## src/rtl/irq_agg_pkg.sv

```systemverilog
// Package: shared address map and bus widths for the sticky interrupt unit.
// Assumes word addressing with one register per address.
package irq_agg_pkg;
    localparam int ADDR_W = 4;

    typedef enum logic [ADDR_W-1:0] {
        REG_STS  = 4'd0,
        REG_MASK = 4'd1,
        REG_EN   = 4'd2,
        REG_DIS  = 4'd3,
        REG_LIVE = 4'd4
    } reg_sel_e;
endpackage

```

## src/rtl/irq_reg_decode.sv

```systemverilog
// Module: decodes bus writes into per-bit strobe vectors and muxes read data.
// Assumes one access per cycle and reads with no side effects.
module irq_reg_decode
    import irq_agg_pkg::*;
#(
    parameter int DATA_W = 32,
    parameter int EVT_W  = 13,
    parameter int LIVE_W = 15,
    parameter logic [LIVE_W-1:0] LIVE_VIS = 15'b111110000011111
) (
    input  logic [ADDR_W-1:0] bus_addr,
    input  logic              bus_we,
    input  logic [DATA_W-1:0] bus_wdata,
    input  logic [EVT_W-1:0]  sts_q,
    input  logic [EVT_W-1:0]  mask_q,
    input  logic [LIVE_W-1:0] live_i,
    output logic [EVT_W-1:0]  clr_v,
    output logic [EVT_W-1:0]  en_v,
    output logic [EVT_W-1:0]  dis_v,
    output logic [DATA_W-1:0] bus_rdata
);
    logic [EVT_W-1:0] wbits;
    logic             unused_hi;

    assign wbits     = bus_wdata[EVT_W-1:0];
    assign unused_hi = ^bus_wdata[DATA_W-1:EVT_W];

    // Purpose: turn a bus write into clear, enable or disable bit vectors.
    always_comb begin
        clr_v = '0;
        en_v  = '0;
        dis_v = '0;
        if (bus_we) begin
            unique case (bus_addr)
                REG_STS: clr_v = wbits;
                REG_EN:  en_v  = wbits;
                REG_DIS: dis_v = wbits;
                default: ;
            endcase
        end
    end

    // Purpose: select read data; write-only and unmapped addresses read zero.
    always_comb begin
        bus_rdata = '0;
        unique case (bus_addr)
            REG_STS:  bus_rdata[EVT_W-1:0]  = sts_q;
            REG_MASK: bus_rdata[EVT_W-1:0]  = mask_q;
            REG_LIVE: bus_rdata[LIVE_W-1:0] = live_i & LIVE_VIS;
            default:  ;
        endcase
    end

    // write-only strobe addresses always read back as zero.
    always_comb begin
        if (bus_addr == REG_EN || bus_addr == REG_DIS)
            a_r10_wo_reads_zero: assert (bus_rdata == '0);
    end

    // live view never shows the unexposed bit positions.
    always_comb begin
        if (bus_addr == REG_LIVE)
            a_r8_live_hidden_zero: assert ((bus_rdata[LIVE_W-1:0] & ~LIVE_VIS) == '0);
    end
endmodule

```

## src/rtl/irq_sticky_reg.sv

```systemverilog
// Module: sticky status bits, set by events and cleared by writing 1.
// Assumes a set and a clear on the same bit in one cycle resolve to set.
module irq_sticky_reg #(
    parameter int EVT_W = 13
) (
    input  logic             clk,
    input  logic             rst_n,
    input  logic [EVT_W-1:0] evt_i,
    input  logic [EVT_W-1:0] clr_v,
    output logic [EVT_W-1:0] sts_q
);
    for (genvar i = 0; i < EVT_W; i++) begin : g_bit
        // Purpose: hold one status bit; an event overrides a clear.
        always_ff @(posedge clk) begin
            if (!rst_n)        sts_q[i] <= 1'b0;
            else if (evt_i[i]) sts_q[i] <= 1'b1;
            else if (clr_v[i]) sts_q[i] <= 1'b0;
        end
    end

    // every pulsed event is latched at the next edge.
    a_r1_event_latched: assert property (@(posedge clk) disable iff (!rst_n)
        (evt_i != '0) |=> ((sts_q & $past(evt_i)) == $past(evt_i)));

    // a cleared bit with no event drops to 0.
    a_r2_clear_drops: assert property (@(posedge clk) disable iff (!rst_n)
        ((clr_v & ~evt_i) != '0) |=> ((sts_q & $past(clr_v & ~evt_i)) == '0));

    // with no event and no clear, the status holds its value.
    a_r1_sticky_hold: assert property (@(posedge clk) disable iff (!rst_n)
        (evt_i == '0 && clr_v == '0) |=> $stable(sts_q));
endmodule

```

## src/rtl/irq_mask_reg.sv

```systemverilog
// Module: interrupt enable mask, changed only by set and clear strobe vectors.
// Assumes a bit strobed by both vectors in one cycle keeps its old value.
module irq_mask_reg #(
    parameter int EVT_W = 13
) (
    input  logic             clk,
    input  logic             rst_n,
    input  logic [EVT_W-1:0] en_v,
    input  logic [EVT_W-1:0] dis_v,
    output logic [EVT_W-1:0] mask_q
);
    for (genvar i = 0; i < EVT_W; i++) begin : g_bit
        // Purpose: set or clear one mask bit; a conflicting pair keeps it.
        always_ff @(posedge clk) begin
            if (!rst_n)                     mask_q[i] <= 1'b0;
            else if (en_v[i] && !dis_v[i])  mask_q[i] <= 1'b1;
            else if (dis_v[i] && !en_v[i])  mask_q[i] <= 1'b0;
        end
    end

    // without strobes the mask does not move.
    a_r5_mask_stable: assert property (@(posedge clk) disable iff (!rst_n)
        (en_v == '0 && dis_v == '0) |=> $stable(mask_q));

    // enabled bits read 1 after an enable strobe.
    a_r4_enable_sets: assert property (@(posedge clk) disable iff (!rst_n)
        ((en_v & ~dis_v) != '0) |=> ((mask_q & $past(en_v & ~dis_v)) == $past(en_v & ~dis_v)));

    // disabled bits read 0 after a disable strobe.
    a_r4_disable_clears: assert property (@(posedge clk) disable iff (!rst_n)
        ((dis_v & ~en_v) != '0) |=> ((mask_q & $past(dis_v & ~en_v)) == '0));
endmodule

```

## src/rtl/irq_out_stage.sv

```systemverilog
// Module: registers the OR of masked status bits into the interrupt line.
// Assumes status and mask arrive as registered values.
module irq_out_stage #(
    parameter int EVT_W = 13
) (
    input  logic             clk,
    input  logic             rst_n,
    input  logic [EVT_W-1:0] sts_q,
    input  logic [EVT_W-1:0] mask_q,
    output logic             irq_o
);
    // Purpose: raise the interrupt one edge after any enabled status bit is set.
    always_ff @(posedge clk) begin
        if (!rst_n) irq_o <= 1'b0;
        else        irq_o <= |(sts_q & mask_q);
    end
endmodule

```

## src/rtl/irq_status_unit.sv

```systemverilog
// Module: top of the sticky interrupt status and mask unit.
// Assumes event pulses are synchronous to clk; the read path is combinational.
module irq_status_unit
    import irq_agg_pkg::*;
#(
    parameter int DATA_W = 32,
    parameter int EVT_W  = 13,
    parameter int LIVE_W = 15,
    parameter logic [LIVE_W-1:0] LIVE_VIS = 15'b111110000011111
) (
    input  logic              clk,
    input  logic              rst_n,
    input  logic [EVT_W-1:0]  evt_i,
    input  logic [LIVE_W-1:0] live_i,
    input  logic [ADDR_W-1:0] bus_addr,
    input  logic              bus_we,
    input  logic [DATA_W-1:0] bus_wdata,
    output logic [DATA_W-1:0] bus_rdata,
    output logic              irq_o
);
    logic [EVT_W-1:0] sts_q, mask_q, clr_v, en_v, dis_v;

    irq_reg_decode #(
        .DATA_W(DATA_W), .EVT_W(EVT_W), .LIVE_W(LIVE_W), .LIVE_VIS(LIVE_VIS)
    ) u_dec (
        .bus_addr(bus_addr), .bus_we(bus_we), .bus_wdata(bus_wdata),
        .sts_q(sts_q), .mask_q(mask_q), .live_i(live_i),
        .clr_v(clr_v), .en_v(en_v), .dis_v(dis_v), .bus_rdata(bus_rdata)
    );

    irq_sticky_reg #(.EVT_W(EVT_W)) u_sts (
        .clk(clk), .rst_n(rst_n), .evt_i(evt_i), .clr_v(clr_v), .sts_q(sts_q)
    );

    irq_mask_reg #(.EVT_W(EVT_W)) u_mask (
        .clk(clk), .rst_n(rst_n), .en_v(en_v), .dis_v(dis_v), .mask_q(mask_q)
    );

    irq_out_stage #(.EVT_W(EVT_W)) u_out (
        .clk(clk), .rst_n(rst_n), .sts_q(sts_q), .mask_q(mask_q), .irq_o(irq_o)
    );

    // the interrupt follows enabled status with one cycle of latency.
    a_r6_irq_latency: assert property (@(posedge clk) disable iff (!rst_n)
        1'b1 |=> (irq_o == $past(|(sts_q & mask_q))));

    // an event on a bit being cleared leaves it set.
    a_r3_set_wins: assert property (@(posedge clk) disable iff (!rst_n)
        ((evt_i & clr_v) != '0) |=> ((sts_q & $past(evt_i & clr_v)) == $past(evt_i & clr_v)));

    // writes to status or live addresses leave the mask unchanged.
    a_r5_other_writes: assert property (@(posedge clk) disable iff (!rst_n)
        (bus_we && (bus_addr == REG_STS || bus_addr == REG_LIVE)) |=> $stable(mask_q));
endmodule

```

## config.mk

```make
export PLATFORM = sky130hd
export DESIGN_NAME = irq_status_unit
export DESIGN_NICKNAME = d
export VERILOG_FILES = /design/src/rtl/irq_agg_pkg.sv /design/src/rtl/irq_reg_decode.sv /design/src/rtl/irq_sticky_reg.sv /design/src/rtl/irq_mask_reg.sv /design/src/rtl/irq_out_stage.sv /design/src/rtl/irq_status_unit.sv
export SDC_FILE = /design/constraint.sdc
export NUM_CORES = 1
export LEC_CHECK = 0
export BUFFER_PORTS_ARGS = -buffer_cell sky130_fd_sc_hd__buf_2
export CAP_MARGIN = 20
export CORE_ASPECT_RATIO = 2
export CORE_MARGIN = 4
export CORE_UTILIZATION = 48
export CTS_CLUSTER_SIZE = 40
export DETAILED_ROUTE_END_ITERATION = 8
export PLACE_DENSITY = 0.95
export SETUP_SLACK_MARGIN = 0.2
export SYNTH_ARGS = -nofsm -noshare
export SYNTH_HDL_FRONTEND = slang
export SYNTH_SLANG_ARGS = --single-unit
export TNS_END_PERCENT = 20
```

## constraint.sdc

```tcl
create_clock -name clk -period 3.3 [get_ports clk]
set_input_delay 0.165 -clock clk [delete_from_list [all_inputs] [get_ports clk]]
set_output_delay 0.165 -clock clk [all_outputs]
set_load 0.005 [all_outputs]
```

Word-level counts from Yosys, hierarchy flattened
Cells that the tools add are included.

storage, ports and cells
  bits in registers = 27
  output and inout port bits = 33
  logic and storage cells = 172

cells by class
  eq/ne operators = 4
  mux-type cells = 60
  bitwise operators = 1
  reductions and logical operators = 80

operator list
  kind                                                 number
  two-way mux 13 bit                                   6
  two-way mux 1 bit                                    52
  nonzero test 2 bit                                   26
  one-hot mux 13 bit (3 select lines)                  1
  logical AND 1 bit                                    26
  zero test 1 bit                                      26
  AND 13 bit                                           1
  OR reduction 13 bit                                  1
  equality test 4 x 2 -> 1 bit, second input constant  2
  equality test 4 x 1 -> 1 bit, second input constant  1
  equality test 4 x 3 -> 1 bit, second input constant  1
  zero test 4 bit                                      1
  two-way mux 2 bit                                    1

Longest topological paths before layout
Gate-level depths: netlist (run 1).

  depth after elaboration = 7
  depth in mapped cells = 7
  gate-level depth less buffers = 6

Hierarchy
From an unflattened synthesis (run 1), not the netlist that was laid out.

unflattened totals
  cell total of the unflattened synthesis = 226
  area total of the unflattened synthesis = 1,906.8 µm²

modules (own cells, without submodules)
  module          instances  cells an instance  area an instance (µm²)  sequential area each (µm²)
  irq_mask_reg    1          66                 696.9                   260.2
  irq_reg_decode  1          110                674.4                   0.0
  irq_sticky_reg  1          40                 450.4                   260.2
  irq_out_stage   1          10                 85.1                    20.0

Worst setup path before layout (run 1)
Ideal clock, no wire load.

  kind = input to register
  start = in bus_we
  end = reg u_mask.mask_q[11]
  library setup time = 116 ps
  data arrival time = 1,429 ps
  slack = 1,755 ps
  stages on the path = 7
  path through = clkbuf_1 buf_6 clkbuf_1 nand3_1 ha_1 mux2i_1 nor2b_1

on the way
  word-level cells in the longest chain between the ends = 4

RTL lines
  item                                                     RTL line                                source
  start, declared                                          irq_status_unit.sv:16                   input logic bus_we,
  two-way mux 13 bit                                       irq_reg_decode.sv:33                    if (bus_we) begin
  zero test 1 bit (on tied branches)                       irq_mask_reg.sv:16, irq_mask_reg.sv:17
  logical AND 1 bit (on tied branches)                     irq_mask_reg.sv:16, irq_mask_reg.sv:17
  two-way mux 1 bit or nonzero test 2 bit (tied branches)  --
  end signal, assigned by index                            irq_mask_reg.sv:15                      if (!rst_n) mask_q[i] <= 1'b0;
  end signal, assigned by index                            irq_mask_reg.sv:16                      else if (en_v[i] && !dis_v[i]) mask_q[i] <= 1'b1;
  end signal, assigned by index                            irq_mask_reg.sv:17                      else if (dis_v[i] && !en_v[i]) mask_q[i] <= 1'b0;
  end, declared                                            irq_mask_reg.sv:10                      output logic [EVT_W-1:0] mask_q

Parallel ways exist; a longest one is shown, timed or not.
A chain may end at the register's enable or synchronous reset.

Worst setup path after layout (run 1)
  start = in bus_addr[3]
  end = out bus_rdata[2]

on the way
  word-level cells in the longest chain between the ends = 2

RTL lines
  item                                                  RTL line               source
  start, declared                                       irq_status_unit.sv:15  input logic [ADDR_W-1:0] bus_addr,
  equality test 4 x 3 -> 1 bit (tied with other cells)  --
  one-hot mux 13 bit (3 select lines) *                 irq_reg_decode.sv:46   unique case (bus_addr)
  end, declared                                         irq_status_unit.sv:18  output logic [DATA_W-1:0] bus_rdata,

Mark *: on every way between the ends. The rest lies on a longest branch, timed or not.

==> results of run 1 <==
-- layout make-up --
| cell class | count | area, um2 |
|---|---|---|
| Clock buffer | 3 | 41.29 |
| Fill cell | 321 | 1403 |
| Sequential cell | 27 | 540.5 |
| Multi-Input combinational cell | 152 | 1069 |
| Tap cell | 48 | 60.06 |
| Inverter | 8 | 30.03 |
| Timing Repair Buffer | 60 | 305.3 |
| Clock inverter | 1 | 5.005 |
-- stage by stage --
stage / std cells / hold slack, ns / setup slack (ns) / cell area (um2)
floorplan: 215 / 0.2888 / 1.755 / 1824
global placement: 295 / 0.3735 / 1.478 / 2004
detailed placement: 295 / 0.3771 / 1.451 / 2004
CTS: 299 / 0.09132 / 1.451 / 2051
global route: 299 / 0.09808 / 1.364 / 2051
finish: 299 / 0.09209 / 1.476 / 2051
-- where the power goes --
group          internal [W]   total, W  switching [W]
registers          0.000337   0.000346     0.00000917
clock network     0.0000847   0.000187       0.000102
logic             0.0000467  0.0000983      0.0000516
-- cells by family after synthesis --
family,count (synthesis),synth area share
AOI/OAI and AO/OA,46,0.2121
adders and majority gates,13,0.09220
buffers and inverters,36,0.1291
DFF,27,0.3064
muxes,13,0.07376
other,1,0.002126
and+or+nand+nor,63,0.1844
-- final timing paths --
kind                                   from                             end  depth (start not counted)
max                             bus_addr[3]                    bus_rdata[2]                          5
min reg2reg  u_mask.mask_q[12]$_SDFFE_PN0P_  u_mask.mask_q[12]$_SDFFE_PN0P_                          2
max reg2reg     u_sts.sts_q[5]$_SDFFE_PN0P_          u_out.irq_o$_SDFF_PN0_                          3
min                               evt_i[10]    u_sts.sts_q[10]$_SDFFE_PN0P_                          2
-- layout by cell type (no fill, tap or decap), types with 9 or more instances in the layout --
cell / count
nor2_1: 14
o21a_1: 27
a222oi_1: 9
nor2b_1: 13
nand2_1: 13
buf_2: 58
conb_1: 17
dfxtp_1: 27
mux2i_1: 13
nand3_1: 15
ha_1: 13
-- layer usage --
| metal | part of all wire | global-route usage | up-vias | wire length, um |
|---|---|---|---|---|
| met3 | 0.066 | 0.01272 | 5 | 287 |
| met1 | 0.37 | 0.2075 | 742 | 1602 |
| met4 | 0.019 | 0.1034 | 0 | 82 |
| li1 | - | - | 781 | - |
| met2 | 0.54 | 0.3439 | 62 | 2354 |
| met5 | 0 | 0 | - | 0 |
-- flip-flops by register name, summed over array words and instances, names as in the netlist --
register       cells
u_mask.mask_q     13
u_sts.sts_q       13
u_out.irq_o        1
-- critical path: cells and delay by family --
family / cells / cell delay (ns)
AO/OA/AOI/OAI: 1 / 0.20
buffers and inverters: 3 / 0.36
AND/OR/NAND/NOR: 1 / 0.94
==> metrics.txt, run 1 <==
Worst setup SP type=input pin; cts hold-fix bufs=0; Slew @ Worst Pin=1.080 ns; worst skew pair latency=0.27 ns; CTS tree=done; core area=3453 um2; Pins Over Slew Limit=0; Yosys warning count=0; buffer count from post-CTS setup fixing=0; largest net degree at the start of global routing=28; Post-synth top cells=27 x dfxtp_1, 27 x o21a_1, 18 x buf_4; Leak=1.039 nW; async set-reset flop share out of synthesis=0; Post-Syn Instances=199; grt ovf=0; H-Tree Depth=1; RSZ-0062 raised after global routing=false; share of the clock period used by the worst path=0.5528; DR vias/cell=5.318; post-route minimum period=1.824 ns; Clock Skews=0.0006173 ns; FF-to-FF setup slack=2.14 ns; first-pass GRT wire length=6900 um; row cnt=30; Initial Utilization=0.5109; cell area after synthesis=1764 um2; MaxCap Viol Count=0; slew margin rel.=0.2783; io pins=100; Top FF cell, synth=dfxtp_1; Hold Path Class=input pin to flop; final setup fails=0; HPWL Detailed=3289 um; IO buf count=58; fmax=0.5482 GHz; synthesized area per cell=8.865 um2; Die Y-Extent=93.74 um; number of synthesized flops with an enable pin=0; antenna violations before repair=0; # DRC=0; post-synthesis to final-layout area growth=16.24%; vias=1590; Crit. End Element=primary output; Final GP Congestion=0.7750; Critical Path, Cell by Cell=buf_2 -> nor4b_2 -> a222oi_1 -> inv_1 -> buf_2; ANT nets after route=0; Slowest cell on crit path=nor4b_2; VDD IR max=0.0003261 V; PwrDens=308.1 nW/um2; final WL=4326 um; Cell variety after synth=24; Core Util, Final=0.5938; Yosys top cell area share=0.3064; clock-pin slew on the worst setup and hold paths=0.09 ns; Most Frequent Cell on Critical Path=buf_2; Setup TNS=0 ns; CTS buffer count=3; Root Driver=clkbuf_8; WP data arrival=1.66 ns; clock sinks=27; ANT cells=0; status=finished, final reports clean; 1st-iter DRT viols=59; Avg WL per Cell=14.47 um; critical path fanouts, max=10; vias in the first global route=1547; Data required, critical path=3.13 ns; Final nets=332; die width=50.87 um; sequential area share after synthesis=0.3064; synth top area cells=dfxtp_1 31%, o21a_1 11%, ha_1 9.2%, buf_4 7.7%, mux2i_1 7.4%; clk buf depth=2; cell taking the most area after synthesis=dfxtp_1; Final Hold Viols=0; First-pass DRT Iterations=5; ratio of cells with drive above 1 in the final layout=0.2709; #FFs+latches synth=27; Pwr Total=0.0006318 W; CTS resizes=0; Crit Path Category=input pin to primary output; gr usage total=0.1880; Critical Path Max Stage Delay=0.94 ns; Die ar.=4768 um2
Power figures use the tool's default switching activity.
==> run 2: changes to the inputs <==
- CORE_UTILIZATION: 48 -> 44
- PLACE_DENSITY: 0.95 -> 0.91
- clock period: 3.3 -> 1.8 ns (I/O delays scaled with it)
==> run 2 against run 1 <==
Compared with the run above: non-clock buffer count up 3; combinational power increased by 86%; critical path depth fell by 2.
==> metrics.txt, run 2 (synthesized netlist as in run 1, its figures left out) <==
status=finished, final reports clean; Slowest cell on crit path=a222oi_1; first-pass GRT wire length=7003 um; gr usage total=0.1751; final setup fails=0; worst hold slack=0.02436 ns; Avg WL per Cell=14.42 um; FF-to-FF setup slack=0.66 ns; vias=1647; Critical Path, Cell by Cell=a222oi_1 -> inv_1 -> buf_2; biggest regs=u_mask.mask_q: 13 flops, u_sts.sts_q: 13 flops, u_out.irq_o: 1 flops; io pins=100; cts hold-fix bufs=0; MaxCap Viol Count=0; Final GP Congestion=0.8216; post-route minimum period=1.271 ns; core area=3884 um2; worst r2r path cells=3; Critical Path Max Stage Delay=0.37 ns; ratio of cells with drive above 1 in the final layout=0.2795; ANT cells=0; WP data arrival=1.18 ns; # DRC=0; vias in the first global route=1553; die width=52.78 um; Hold Path Class=input pin to flop; critical path fanouts, max=3; most frequent cells in the layout=58 x buf_2, 27 x o21a_1, 27 x dfxtp_1; Worst Hold Path Cells=2; FF-to-FF Start=u_sts.sts_q[5]$_SDFFE_PN0P_; clk buf depth=2; CTS resizes=0; HP Start=evt_i[1]; ANT nets after route=0; RSZ-0062 raised after global routing=false; Crit Path Category=flop to primary output; First-pass DRT Iterations=4; largest net degree at the start of global routing=28; buffer count from post-CTS setup fixing=0; VDD IR max=0.0005231 V; Fillers=393; H-Tree Depth=1; DR vias/cell=5.400; IO buf count=58; Pwr Total=0.001156 W; Setup TNS=0 ns; share of the clock period used by the worst path=0.7062; Clock Skews=0.002275 ns; 1st-iter DRT viols=51; clock sinks=27; fmax=0.7867 GHz; Die ar.=5148 um2; commonest non-fill, non-tap cell in the layout=buf_2; Leak=1.054 nW; row cnt=32; Data required, critical path=1.71 ns; Root Driver=clkbuf_8; setup ws final=0.5288 ns; PwrDens=556.4 nW/um2; Final Hold Viols=0; reg2reg end=u_out.irq_o$_SDFF_PN0_; HPWL Detailed=3395 um; worst skew pair latency=0.27 ns; grt ovf=0; Pins Over Slew Limit=0; Hold EP=u_sts.sts_q[1]$_SDFFE_PN0P_; Die Y-Extent=97.55 um; clock-pin slew on the worst setup and hold paths=0.09 ns; antenna violations before repair=0; CTS buffer count=3; CTS tree=done; post-synthesis to final-layout area growth=17.73%; Initial Utilization=0.4543; final WL=4398 um; Place WS=0.2436 ns; Final nets=335; Crit. End Element=primary output; Worst setup SP type=flop
[run 2: changes by cell type in the layout (fill, tap and decap cells not counted), sizes merged]
cell	delta
buf	+3
[run 2: worst max path at each step]
| stage | startpoint | endpoint | slack [ns] | cells past startpoint |
|---|---|---|---|---|
| finish | u_mask.mask_q[12]$_SDFFE_PN0P_ | bus_rdata[12] | 0.53 | 3 |
| global route | bus_addr[3] | u_mask.mask_q[3]$_SDFFE_PN0P_ | 0.39 | 8 |
| CTS | u_mask.mask_q[10]$_SDFFE_PN0P_ | bus_rdata[10] | 0.53 | 3 |
| detailed placement | bus_addr[3] | u_mask.mask_q[5]$_SDFFE_PN0P_ | 0.24 | 8 |
| global placement | bus_addr[3] | u_mask.mask_q[5]$_SDFFE_PN0P_ | 0.33 | 8 |
| floorplan | bus_we | u_mask.mask_q[11]$_SDFFE_PN0P_ | 0.33 | 7 |
[run 2: power breakdown]
| part | leakage (nW) | internal (W) | switching [W] |
|---|---|---|---|
| combinational | 0.807 | 0.0000877 | 0.0000951 |
| clock | 0.0255 | 0.000155 | 0.000183 |
| sequential | 0.222 | 0.000618 | 0.0000171 |
| total | 1.05 | 0.000861 | 0.000295 |
[run 2: per-stage QoR]
step	std cells	area [um2]	util
finish	305	2077	0.5348
global route	305	2077	0.5348
CTS	305	2077	0.5348
detailed placement	301	2031	0.5229
global placement	301	2031	0.5229
floorplan	215	1824	-
[run 2: area by class of cell]
| class | instances | area (um2) | share of cell area |
|---|---|---|---|
| Multi-Input combinational cell | 152 | 1069 | 0.5145 |
| Clock inverter | 1 | 5.005 | 0.002410 |
| Timing Repair Buffer | 63 | 327.8 | 0.1578 |
| Clock buffer | 3 | 41.29 | 0.01988 |
| Inverter | 8 | 30.03 | 0.01446 |
| Sequential cell | 27 | 540.5 | 0.2602 |
| Tap cell | 51 | 63.81 | 0.03072 |
[run 2: per-layer routing]
layer / track usage / wire [um]
met5: 0 / 0
met4: 0.08858 / 135
met3: 0.01843 / 312
met2: 0.2998 / 2360
met1: 0.2040 / 1590
[run 2: worst max-delay path: cells and delay by family (launching register included)]
kind	cells	cell delay (ns)
buf+inv	2	0.20
flops	1	0.34
compound gates	1	0.37
==> run 3: changes to the inputs <==
- clock period: 1.8 -> 1.2 ns (I/O delays scaled with it)
==> run 3 against run 2 <==
Compared with the run above: the flow now finishes with violations (setup timing); combinational power increased to 2.6 times the previous value; critical path depth increased by 1; core utilization increased by 22 points; worst setup slack worse by 0.64 ns; total power is 71% higher; non-clock buffer count increased by 33; die area unchanged; hold slack improved by 0.20 ns; sequential power up 50%.
==> metrics.txt, run 3 (synthesized netlist as in run 1, its figures left out) <==
gr usage total=0.2355; setup ws final=-0.1141 ns; Initial Utilization=0.4543; worst r2r path cells=3; post-route minimum period=1.314 ns; multi-input logic area=1485 um2; Clock Skews=0.006282 ns; H-Tree Depth=1; commonest non-fill, non-tap cell in the layout=buf_2; first-pass GRT wire length=9135 um; Worst setup SP type=flop; Placed Instances=310; HP Start=rst_n; ANT cells=0; die width=52.78 um; 1st-iter DRT viols=144; failing checks=setup timing; ANT nets after route=0; share of the clock period used by the worst path=1.095; MaxCap Viol Count=0; final setup fails=8; WP data arrival=1.25 ns; Crit. End Element=primary output; clock-pin slew on the worst setup and hold paths=0.09 ns; CTS tree=done; row cnt=32; reg2reg end=u_out.irq_o$_SDFF_PN0_; post-synthesis to final-layout area growth=65.46%; CTS buffer count=3; register area=554.3 um2; grt ovf=0; Final nets=369; biggest regs=u_mask.mask_q: 13 flops, u_sts.sts_q: 13 flops, u_out.irq_o: 1 flops; vias=1947; Data required, critical path=1.14 ns; Hold Path Class=input pin to flop; FF-to-FF Start=u_sts.sts_q[5]$_SDFFE_PN0P_; io pins=100; core area=3884 um2; clk buf depth=2; Slowest cell on crit path=dfxtp_2; clock sinks=27; Final Hold Viols=0; Leak=1.281 nW; IO buf count=58; Root Driver=clkbuf_8; worst skew pair latency=0.29 ns; ratio of cells with drive above 1 in the final layout=0.5000; PwrDens=678.4 nW/um2; First-pass DRT Iterations=5; RSZ-0062 raised after global routing=true; VDD IR max=0.0008759 V; Die ar.=5148 um2; Avg WL per Cell=20.83 um; HPWL Detailed=3757 um; Hold EP=u_sts.sts_q[3]$_SDFFE_PN0P_; # DRC=0; Final GP Congestion=0.7393; fmax=0.7610 GHz; Pwr Total=0.001980 W; status=complete, but fails checks; Pins Over Slew Limit=0; DR vias/cell=5.743; worst hold slack=0.2253 ns; largest net degree at the start of global routing=28; Fillers=240; vias in the first global route=2023; Critical Path, Cell by Cell=buf_4 -> a222oi_1 -> inv_1 -> buf_2; FF-to-FF setup slack=-0.01 ns; Critical Path Max Stage Delay=0.33 ns; Crit Path Category=flop to primary output; Non-Filler Instances=339; Setup TNS=-0.2304 ns; most frequent cells in the layout=52 x buf_2, 27 x o21a_1, 17 x conb_1; final WL=7060 um; Die Y-Extent=97.55 um; antenna violations before repair=0; crit path launch=u_sts.sts_q[2]$_SDFFE_PN0P_; critical path fanouts, max=2; Worst Hold Path Cells=2
run 3: timing repair:
| item | 4_1_cts | 5_1_grt |
|---|---|---|
| cloned | 1 | 1 |
| resized for setup | 55 | 47 |
| pin swaps | 29 | 52 |
| setup buffers | 3 | 7 |
| endpoints found under the hold margin | 11 | 2 |
| setup endpoints to repair | 42 | 41 |
| hold buffers | 11 | 2 |
run 3: critical path, delay by kind of cell (launching register included):
family,cells,cell delay (ns)
flip-flops,1,0.33
AO/OA/AOI/OAI,1,0.27
buffers and inverters,3,0.36
run 3: cell type report:
class,instances,area share
clock buffer,3,0.01414
clock inverter,1,0.001715
timing repair buffer,96,0.2533
multi-input combinational,153,0.5088
tap,51,0.02186
sequential,27,0.1899
inverter,8,0.01029
run 3: report_power, final:
group,total (W),internal [W],switching [W],leakage (nW)
Clock,0.000543,0.000234,0.000309,0.0255
Sequential,0.000955,0.000929,0.0000261,0.226
Combinational,0.000483,0.000245,0.000238,1.03
run 3: worst max-delay path by stage:
stage | endpoint | slack, ns | cells after the start
6_report | bus_rdata[2] | -0.11 | 4
5_1_grt | bus_rdata[0] | -0.16 | 3
4_1_cts | bus_rdata[2] | -0.01 | 4
3_5_place_dp | u_mask.mask_q[1]$_SDFFE_PN0P_ | -0.18 | 7
3_3_place_gp | u_mask.mask_q[3]$_SDFFE_PN0P_ | -0.13 | 7
2_1_floorplan | u_sts.sts_q[0]$_SDFFE_PN0P_ | 0.03 | 4
run 3: layer usage:
metal	track usage	vias up	routed length, um
met5	0	-	0
met4	0.1831	0	500
met3	0.04455	40	487
met2	0.4205	135	3871
met1	0.2141	904	2201
li1	-	868	-
run 3: metrics by stage:
step           area, um2    util  setup slack, ns
2_1_floorplan       1867       -          0.03191
3_3_place_gp        2128  0.5480          -0.1348
3_5_place_dp        2128  0.5480          -0.1831
4_1_cts             2584  0.6653         -0.01212
5_1_grt             2919  0.7516          -0.1591
6_report            2919  0.7516          -0.1141
